File: config.mk
export PLATFORM = sky130hd
export DESIGN_NAME = tri_sweep_gen
export DESIGN_NICKNAME = d
export VERILOG_FILES = /design/src/rtl/tri_sweep_pkg.sv /design/src/rtl/tick_prescaler.sv /design/src/rtl/sweep_dir_fsm.sv /design/src/rtl/duty_stepper.sv /design/src/rtl/pwm_compare.sv /design/src/rtl/tri_sweep_gen.sv
export SDC_FILE = /design/constraint.sdc
export NUM_CORES = 1
export LEC_CHECK = 0
export BUFFER_PORTS_ARGS = -buffer_cell sky130_fd_sc_hd__buf_4
export CAP_MARGIN = 10
export CORE_ASPECT_RATIO = 1.5
export CORE_MARGIN = 2
export CORE_UTILIZATION = 63
export DETAILED_ROUTE_END_ITERATION = 16
export GPL_TIMING_DRIVEN = 0
export HOLD_SLACK_MARGIN = 0.03
export MAX_ROUTING_LAYER = met4
export PLACE_DENSITY_LB_ADDON = 0.08
export SYNTH_ARGS = -nofsm -noshare
export SYNTH_HDL_FRONTEND = slang
export SYNTH_HIERARCHICAL = 1
export SYNTH_SLANG_ARGS = --single-unit
export TNS_END_PERCENT = 20
File: constraint.sdc
create_clock -name clk -period 3.19 [get_ports clk]
set_clock_uncertainty 0.2 [all_clocks]
set_input_delay 0.1595 -clock clk [delete_from_list [all_inputs] [get_ports clk]]
set_output_delay 0.1595 -clock clk [all_outputs]
set_load 0.03 [all_outputs]
File: src/rtl/tri_sweep_pkg.sv
package tri_sweep_pkg;

    // Direction of the sweep
    typedef enum logic [0:0] {
        SWEEP_RISE = 1'b0,
        SWEEP_FALL = 1'b1
    } sweep_dir_e;

    // Width needed to hold values 0..max_val
    function automatic int unsigned width_for(input int unsigned max_val);
        int unsigned w;
        w = 1;
        while ((2 ** w) <= max_val) begin
            w = w + 1;
        end
        return w;
    endfunction

endpackage

File: src/rtl/tick_prescaler.sv
module tick_prescaler #(
    parameter int unsigned DIV = 500
) (
    input  logic clk,
    input  logic arst,
    output logic tick_o
);
    localparam int unsigned CW = tri_sweep_pkg::width_for(DIV - 1);
    localparam logic [CW-1:0] LAST = CW'(DIV - 1);

    logic [CW-1:0] div_cnt;
    logic          tick_q;

    always_ff @(posedge clk or posedge arst) begin
        if (arst) begin
            div_cnt <= '0;
            tick_q  <= 1'b0;
        end else begin
            tick_q <= (div_cnt == LAST);
            if (div_cnt == LAST) begin
                div_cnt <= '0;
            end else begin
                div_cnt <= div_cnt + 1'b1;
            end
        end
    end

    assign tick_o = tick_q;

endmodule

File: src/rtl/sweep_dir_fsm.sv
module sweep_dir_fsm
    import tri_sweep_pkg::*;
#(
    parameter int unsigned DW  = 7,
    parameter int unsigned TOP = 100
) (
    input  logic          clk,
    input  logic          arst,
    input  logic [DW-1:0] duty_i,
    output logic          rising_o,
    output logic          pwm_en_o
);
    localparam logic [DW-1:0] TOP_V = DW'(TOP);

    sweep_dir_e state_q;
    sweep_dir_e state_d;

    // State register
    always_ff @(posedge clk or posedge arst) begin
        if (arst) begin
            state_q <= SWEEP_RISE;
        end else begin
            state_q <= state_d;
        end
    end

    // Transitions: RISE_TO_FALL at the top, FALL_TO_RISE at zero
    always_comb begin
        state_d = state_q;
        unique case (state_q)
            SWEEP_RISE: begin
                if (duty_i >= TOP_V) begin
                    state_d = SWEEP_FALL;
                end
            end
            SWEEP_FALL: begin
                if (duty_i == '0) begin
                    state_d = SWEEP_RISE;
                end
            end
            default: state_d = SWEEP_RISE;
        endcase
    end

    // Outputs per state
    always_comb begin
        rising_o = 1'b1;
        pwm_en_o = 1'b1;
        unique case (state_q)
            SWEEP_RISE: begin
                rising_o = 1'b1;
                pwm_en_o = 1'b1;
            end
            SWEEP_FALL: begin
                rising_o = 1'b0;
                pwm_en_o = 1'b1;
            end
            default: begin
                rising_o = 1'b1;
                pwm_en_o = 1'b1;
            end
        endcase
    end

endmodule

File: src/rtl/duty_stepper.sv
module duty_stepper #(
    parameter int unsigned DW   = 7,
    parameter int unsigned STEP = 2
) (
    input  logic          clk,
    input  logic          arst,
    input  logic          tick_i,
    input  logic          rising_i,
    output logic [DW-1:0] duty_o
);
    localparam logic [DW-1:0] STEP_V = DW'(STEP);

    logic [DW-1:0] duty_q;

    always_ff @(posedge clk or posedge arst) begin
        if (arst) begin
            duty_q <= '0;
        end else if (tick_i) begin
            if (rising_i) begin
                duty_q <= duty_q + STEP_V;
            end else begin
                duty_q <= duty_q - STEP_V;
            end
        end
    end

    assign duty_o = duty_q;

endmodule

File: src/rtl/pwm_compare.sv
module pwm_compare #(
    parameter int unsigned DW     = 7,
    parameter int unsigned PERIOD = 100
) (
    input  logic          clk,
    input  logic          arst,
    input  logic          en_i,
    input  logic [DW-1:0] duty_i,
    output logic          pwm_o
);
    localparam int unsigned CW   = tri_sweep_pkg::width_for(PERIOD - 1);
    localparam int unsigned XW   = (CW > DW) ? CW : DW;
    localparam logic [CW-1:0] LAST = CW'(PERIOD - 1);

    logic [CW-1:0] phase_q;

    always_ff @(posedge clk or posedge arst) begin
        if (arst) begin
            phase_q <= '0;
        end else if (phase_q == LAST) begin
            phase_q <= '0;
        end else begin
            phase_q <= phase_q + 1'b1;
        end
    end

    assign pwm_o = en_i && (XW'(phase_q) < XW'(duty_i));

endmodule

File: src/rtl/tri_sweep_gen.sv
module tri_sweep_gen #(
    parameter int unsigned PRESCALE   = 500,
    parameter int unsigned DUTY_TOP   = 100,
    parameter int unsigned DUTY_STEP  = 2,
    parameter int unsigned PWM_PERIOD = 100,
    parameter int unsigned DW         = tri_sweep_pkg::width_for(DUTY_TOP)
) (
    input  logic          clk,
    input  logic          arst,
    output logic [DW-1:0] duty_o,
    output logic          dir_up_o,
    output logic          pwm_en_o,
    output logic          pwm_o,
    output logic          tick_o
);
    logic          tick;
    logic          rising;
    logic          pwm_en;
    logic [DW-1:0] duty;

    tick_prescaler #(.DIV(PRESCALE)) u_prescaler (
        .clk    (clk),
        .arst   (arst),
        .tick_o (tick)
    );

    sweep_dir_fsm #(.DW(DW), .TOP(DUTY_TOP)) u_dir (
        .clk      (clk),
        .arst     (arst),
        .duty_i   (duty),
        .rising_o (rising),
        .pwm_en_o (pwm_en)
    );

    duty_stepper #(.DW(DW), .STEP(DUTY_STEP)) u_step (
        .clk      (clk),
        .arst     (arst),
        .tick_i   (tick),
        .rising_i (rising),
        .duty_o   (duty)
    );

    pwm_compare #(.DW(DW), .PERIOD(PWM_PERIOD)) u_pwm (
        .clk    (clk),
        .arst   (arst),
        .en_i   (pwm_en),
        .duty_i (duty),
        .pwm_o  (pwm_o)
    );

    assign duty_o   = duty;
    assign dir_up_o = rising;
    assign pwm_en_o = pwm_en;
    assign tick_o   = tick;

endmodule

## Yosys cells after proc, flatten, opt, wreduce, memory -nomap -nowiden

Cells that the tools add are included.

| storage, ports and cells | value |
|---|---|
| register bits | 25 |
| bits of input ports | 2 |
| output and inout bits | 11 |
| word-level logic and storage cells | 22 |

| operators by class | value |
|---|---|
| $add $sub $neg | 4 |
| $lt $le $gt $ge | 2 |
| equal/unequal tests | 2 |
| mux-type cells | 7 |
| bitwise logic cells | 1 |
| reductions and logical operators | 1 |

Operators with widths:

| operator | count |
|---|---|
| $mux W7 | 2 |
| $add A9 B1 Y9 const B | 1 |
| $eq A9 B9 Y1 const B | 1 |
| $mux W9 | 1 |
| $add A7 B1 Y7 const B | 1 |
| $add A7 B2 Y7 const B | 1 |
| $eq A7 B7 Y1 const B | 1 |
| $ge A7 B7 Y1 const B | 1 |
| $logic_not A7 Y1 | 1 |
| $lt A7 B7 Y1 | 1 |
| $sub A7 B2 Y7 const B | 1 |
| $pmux W1 S2 | 2 |
| $mux W1 | 2 |
| $not A1 Y1 | 1 |

## Logic depth before layout (Yosys ltp)

| logic depth | value |
|---|---|
| depth in word-level cells | 3 |
| mapped depth | 7 |
| mapped depth without buffers | 7 |

## Modules after synthesis

The synthesis kept the hierarchy.

Modules (own cells, without submodules):

| module | times used | cells an instance | area an instance (µm²) | sequential area each (µm²) |
|---|---|---|---|---|
| tick_prescaler | 1 | 44 | 496.7 | 250.2 |
| pwm_compare | 1 | 55 | 480.5 | 175.2 |
| duty_stepper | 1 | 42 | 447.9 | 150.1 |
| sweep_dir_fsm | 1 | 9 | 72.6 | 25.0 |

## Worst setup path after synthesis

No wires, ideal clock.

| timing path | value |
|---|---|
| kind | register -> register |
| from | reg u_dir.state_q |
| to | reg u_step.duty_q[5] (netlist: u_step/duty_o[5]) |
| library setup time | 0.125 ns |
| arrival | 1.852 ns |
| required time | 2.865 ns |
| setup slack | 1.014 ns |
| stages on the path, launching flop included | 8 |
| path buffers | 0 |
| period minus slack after synthesis | 2.176 ns |
| cell sequence | dfrtp_1 > inv_1 > inv_1 > fa_1 > a21o_1 > a21oi_2 > xnor2_1 > mux2_2 |

| on the way | value |
|---|---|
| longest elaborated chain between the ends | 3 |

RTL lines:

| item | RTL line | source |
|---|---|---|
| start, declared | sweep_dir_fsm.sv:15 | `sweep_dir_e state_q;` |
| start signal, assigned | sweep_dir_fsm.sv:23 | `state_q <= state_d;` |
| $not A1 Y1 | sweep_dir_fsm.sv:49 | `unique case (state_q)` |
| $pmux W1 S2 * | sweep_dir_fsm.sv:49 |  |
| named net dir_up_o | tri_sweep_gen.sv:11 | `output logic dir_up_o,` |
| $mux W7 * | duty_stepper.sv:19 | `if (rising_i) begin` |
| end signal, assigned | duty_stepper.sv:20 | `duty_q <= duty_q + STEP_V;` |
| end signal, assigned | duty_stepper.sv:22 | `duty_q <= duty_q - STEP_V;` |
| end, declared | duty_stepper.sv:13 | `logic [DW-1:0] duty_q;` |

Mark *: on every way through the listed nets, which the timed path passes. The rest lies on a longest branch.
A chain may end at the register's enable or synchronous reset.

## Final worst setup path

| timing path | value |
|---|---|
| from | reg u_step.duty_q[6] (netlist: u_step/duty_o[6]) |
| to | out pwm_o |

| on the way | value |
|---|---|
| longest elaborated chain between the ends | 1 |

RTL lines:

| item | RTL line | source |
|---|---|---|
| $lt A7 B7 Y1 | pwm_compare.sv:27 | `assign pwm_o = en_i && (XW'(phase_q) < XW'(duty_i));` |
| end, declared | tri_sweep_gen.sv:13 | `output logic pwm_o,` |

No other way between the ends.

==> flow_summary_export.csv <==
group,metric,value,unit
clocking,tritoncts,"built",
detailed_routing,antenna_left,0,
yosys,yosysWarningCount,6,
critical_path,required,2.83,ns
pwr,leakage,0.7345,nW
yosys,synth-edff-count,0,
placed_design,hpwlAfterDp,2.084,mm
detailed_routing,wl,2.647,mm
yosys,ys_seq_area_share,40.10,%
placed_design,io_buffers,10,
timing,finalMaxSlewViolations,0,
timing,hold_viol,0,
timing,grt_setup_unrepaired,"false",
floorplanning,initial_core_util,67.06,%
critical_path,crit_arrival,1.80,ns
floorplanning,die_w,43.81,µm
floorplanning,pin_count,13,
detailed_routing,drc_errors,0,
yosys,yosysUniqueCellTypes,43,
clocking,cts_resized,0,
global_route,grt_pass1_wl,4.830,mm
clocking,clock_latency,0.31,ns
yosys,synth_nets,165,
layout,final_common_cell,"dfrtp_1",
flow_run,drv_cap,0,
floorplanning,die-height,63.72,µm
hold_path,min_path_type,"input port to async pin",
layout,final_cell_mix,"24 x dfrtp_1, 15 x inv_1, 12 x buf_4, 12 x a21oi_1, 12 x ha_1",
layout,syn2layout_area_growth,10.03,%
detailed_routing,detail_route.wl_per_cell,14.08,µm
yosys,synth-seq-cells,24,
pwr,ir_drop,0.3085,mV
layout,final_core_util,73.78,%
clocking,hold_buffers,1,
clocking,htree_levels,1,
timing,setup_violations,0,
timing,max_freq,463.7,MHz
pwr,finalPower,0.0004770,W
placed_design,gp_congestion,0.7410,
clocking,cts_buffer_depth,2,
critical_path,critical_path_class,"flop to output pin",
layout,drive_above_1_share,18.79,%
clocking,cts_root_buffer,"clkbuf_4",
yosys,synthFlopType,"dfrtp_1",
yosys,synthCells,150,
status,outcome,"finished clean",
detailed_routing,viasPerCell,5.851,
global_route,grt_max_degree,14,
timing,post-route-period-util,67.61,%
global_route,grt_overflow_total,0,
global_route,antenna_found_initial,0,
clocking,cts_made_buffers,3,
clocking,cts_setup_buffers,0,
timing,final.setup.tns,0,ns
detailed_routing,drt_iter0_markers,23,
global_route,grtUsageTotal,23.30,%
floorplanning,rows,21,
timing,finalCriticalPeriod,2.157,ns
floorplanning,die-area,2791,µm²
floorplanning,fp.coreArea,2233,µm²
critical_path,cp-end-kind,"output pin",
layout,antenna_cells,0,
clocking,cts_sinks,24,
clocking,clk_pin_slew,0.12,ns
yosys,avgSynthCellArea,9.985,µm²
critical_path,critPathLaunchType,"flop",
detailed_routing,dr.pass1.iters,4,
pwr,power_density,289.5,nW/µm²
layout,nets,181,
yosys,async_flop_share,100.0,%
detailed_routing,num_vias,1100,
critical_path,path_max_fanout,9,
yosys,synth_area,1498,µm²
layout,fillers,174,
global_route,grt_pass1_vias,1111,
-- synth_stat cells, types with 2 or more instances --
master	number	area (µm²)
nor2_1	5	18.77
nor3b_1	2	15.01
a21oi_1	12	60.06
o31ai_1	2	15.01
nor3_1	2	10.01
buf_4	2	15.01
xnor2_1	6	52.55
nand3b_1	3	22.52
or3_1	3	18.77
dfrtp_1	24	600.6
a21o_1	2	15.01
mux2_2	3	33.78
nand2_1	11	41.29
nand2b_1	2	12.51
mux2i_1	3	30.03
o2111ai_1	2	17.52
nand3_1	5	25.02
inv_1	15	56.30
ha_1	12	150.1
conb_1	2	7.510
a21oi_2	2	17.52
nand4bb_1	2	22.52
xor2_1	2	17.52
o21ai_0	7	35.03
-- per-layer routing --
metal / vias to the layer above / GRT usage, % / share of wire (%)
li1: 558 / - / -
met1: 526 / 27.15 / 43
met2: 12 / 38.79 / 52
met3: 4 / 2.006 / 2.3
met4: 0 / 11.74 / 2.3
met5: - / - / 0
-- metrics by stage --
stage	setup slack (ns)	area (µm²)	cells	hold WS (ns)
after global routing	0.8612	1648	188	0.03683
after CTS	1.010	1648	188	0.03745
after floorplan	1.014	1498	150	-0.3118
after detailed placement	1.089	1602	183	-0.1635
after global placement	1.136	1602	183	-0.1645
final	1.033	1648	188	0.04895
-- where the power goes --
part | leakage, nW | internal, W | switching, W
Clock | 0.0210 | 0.0000698 | 0.0000876
Combinational | 0.407 | 0.00000436 | 0.0000111
Sequential | 0.306 | 0.000304 | 0.0000000000000000000245
-- registers in the layout (all words and copies together), names as in the netlist --
register	count
u_prescaler/div_cnt	9
u_pwm/phase_q	7
u_step/duty_o	6
u_dir/state_q	1
u_prescaler/tick_o	1
-- worst max-delay path, cell delays in order, from the launching register on --
cell and delay, ns:
dfrtp_1 0.55, inv_1 0.09, ha_1 0.32, nand2_1 0.10, o2111ai_1 0.13, a21oi_1 0.13, buf_4 0.17
-- cell type report --
cell class,instances,area [µm²],area share [%]
sequential,24,600.6,36.45
clock buffer,4,36.28,2.202
tap,23,28.78,1.746
multi-input combinational,107,809.5,49.13
buffer,4,31.28,1.898
timing repair buffer,11,85.08,5.163
inverter,15,56.30,3.417
-- cell families (layout without fill, tap and decap cells) --
logic type               after synthesis  in the layout  share of synthesized area [%]
other                                  2              2                         0.5014
buffers and inverters                 19             34                          5.847
flip-flops                            24             24                          40.10
AND/OR/NAND/NOR                       46             46                          19.63
AO/OA/AOI/OAI                         32             32                          13.62
multiplexers                           6              6                          4.261
adder cells (fa/ha/maj)               13             13                          11.36
XOR/XNOR                               8              8                          4.679
-- path summary, 6_finish.rpt --
check / end / cells past startpoint / slack, ns / startpoint
min in group clk: u_pwm/phase_q[0]$_DFF_PP0_ / 1 / 0.32 / u_pwm/phase_q[0]$_DFF_PP0_
max: pwm_o / 6 / 1.03 / u_step/duty_o[6]$_DFFE_PP0P_
min reg2reg: u_pwm/phase_q[0]$_DFF_PP0_ / 1 / 0.32 / u_pwm/phase_q[0]$_DFF_PP0_
max reg2reg: u_step/duty_o[6]$_DFFE_PP0P_ / 7 / 1.08 / u_dir/state_q$_DFF_PP0_
max in group asynchronous: u_prescaler/div_cnt[3]$_DFF_PP0_ / 3 / 2.33 / arst
min: u_dir/state_q$_DFF_PP0_ / 3 / 0.05 / arst
No activity file was read; power rests on OpenSTA's default activity.
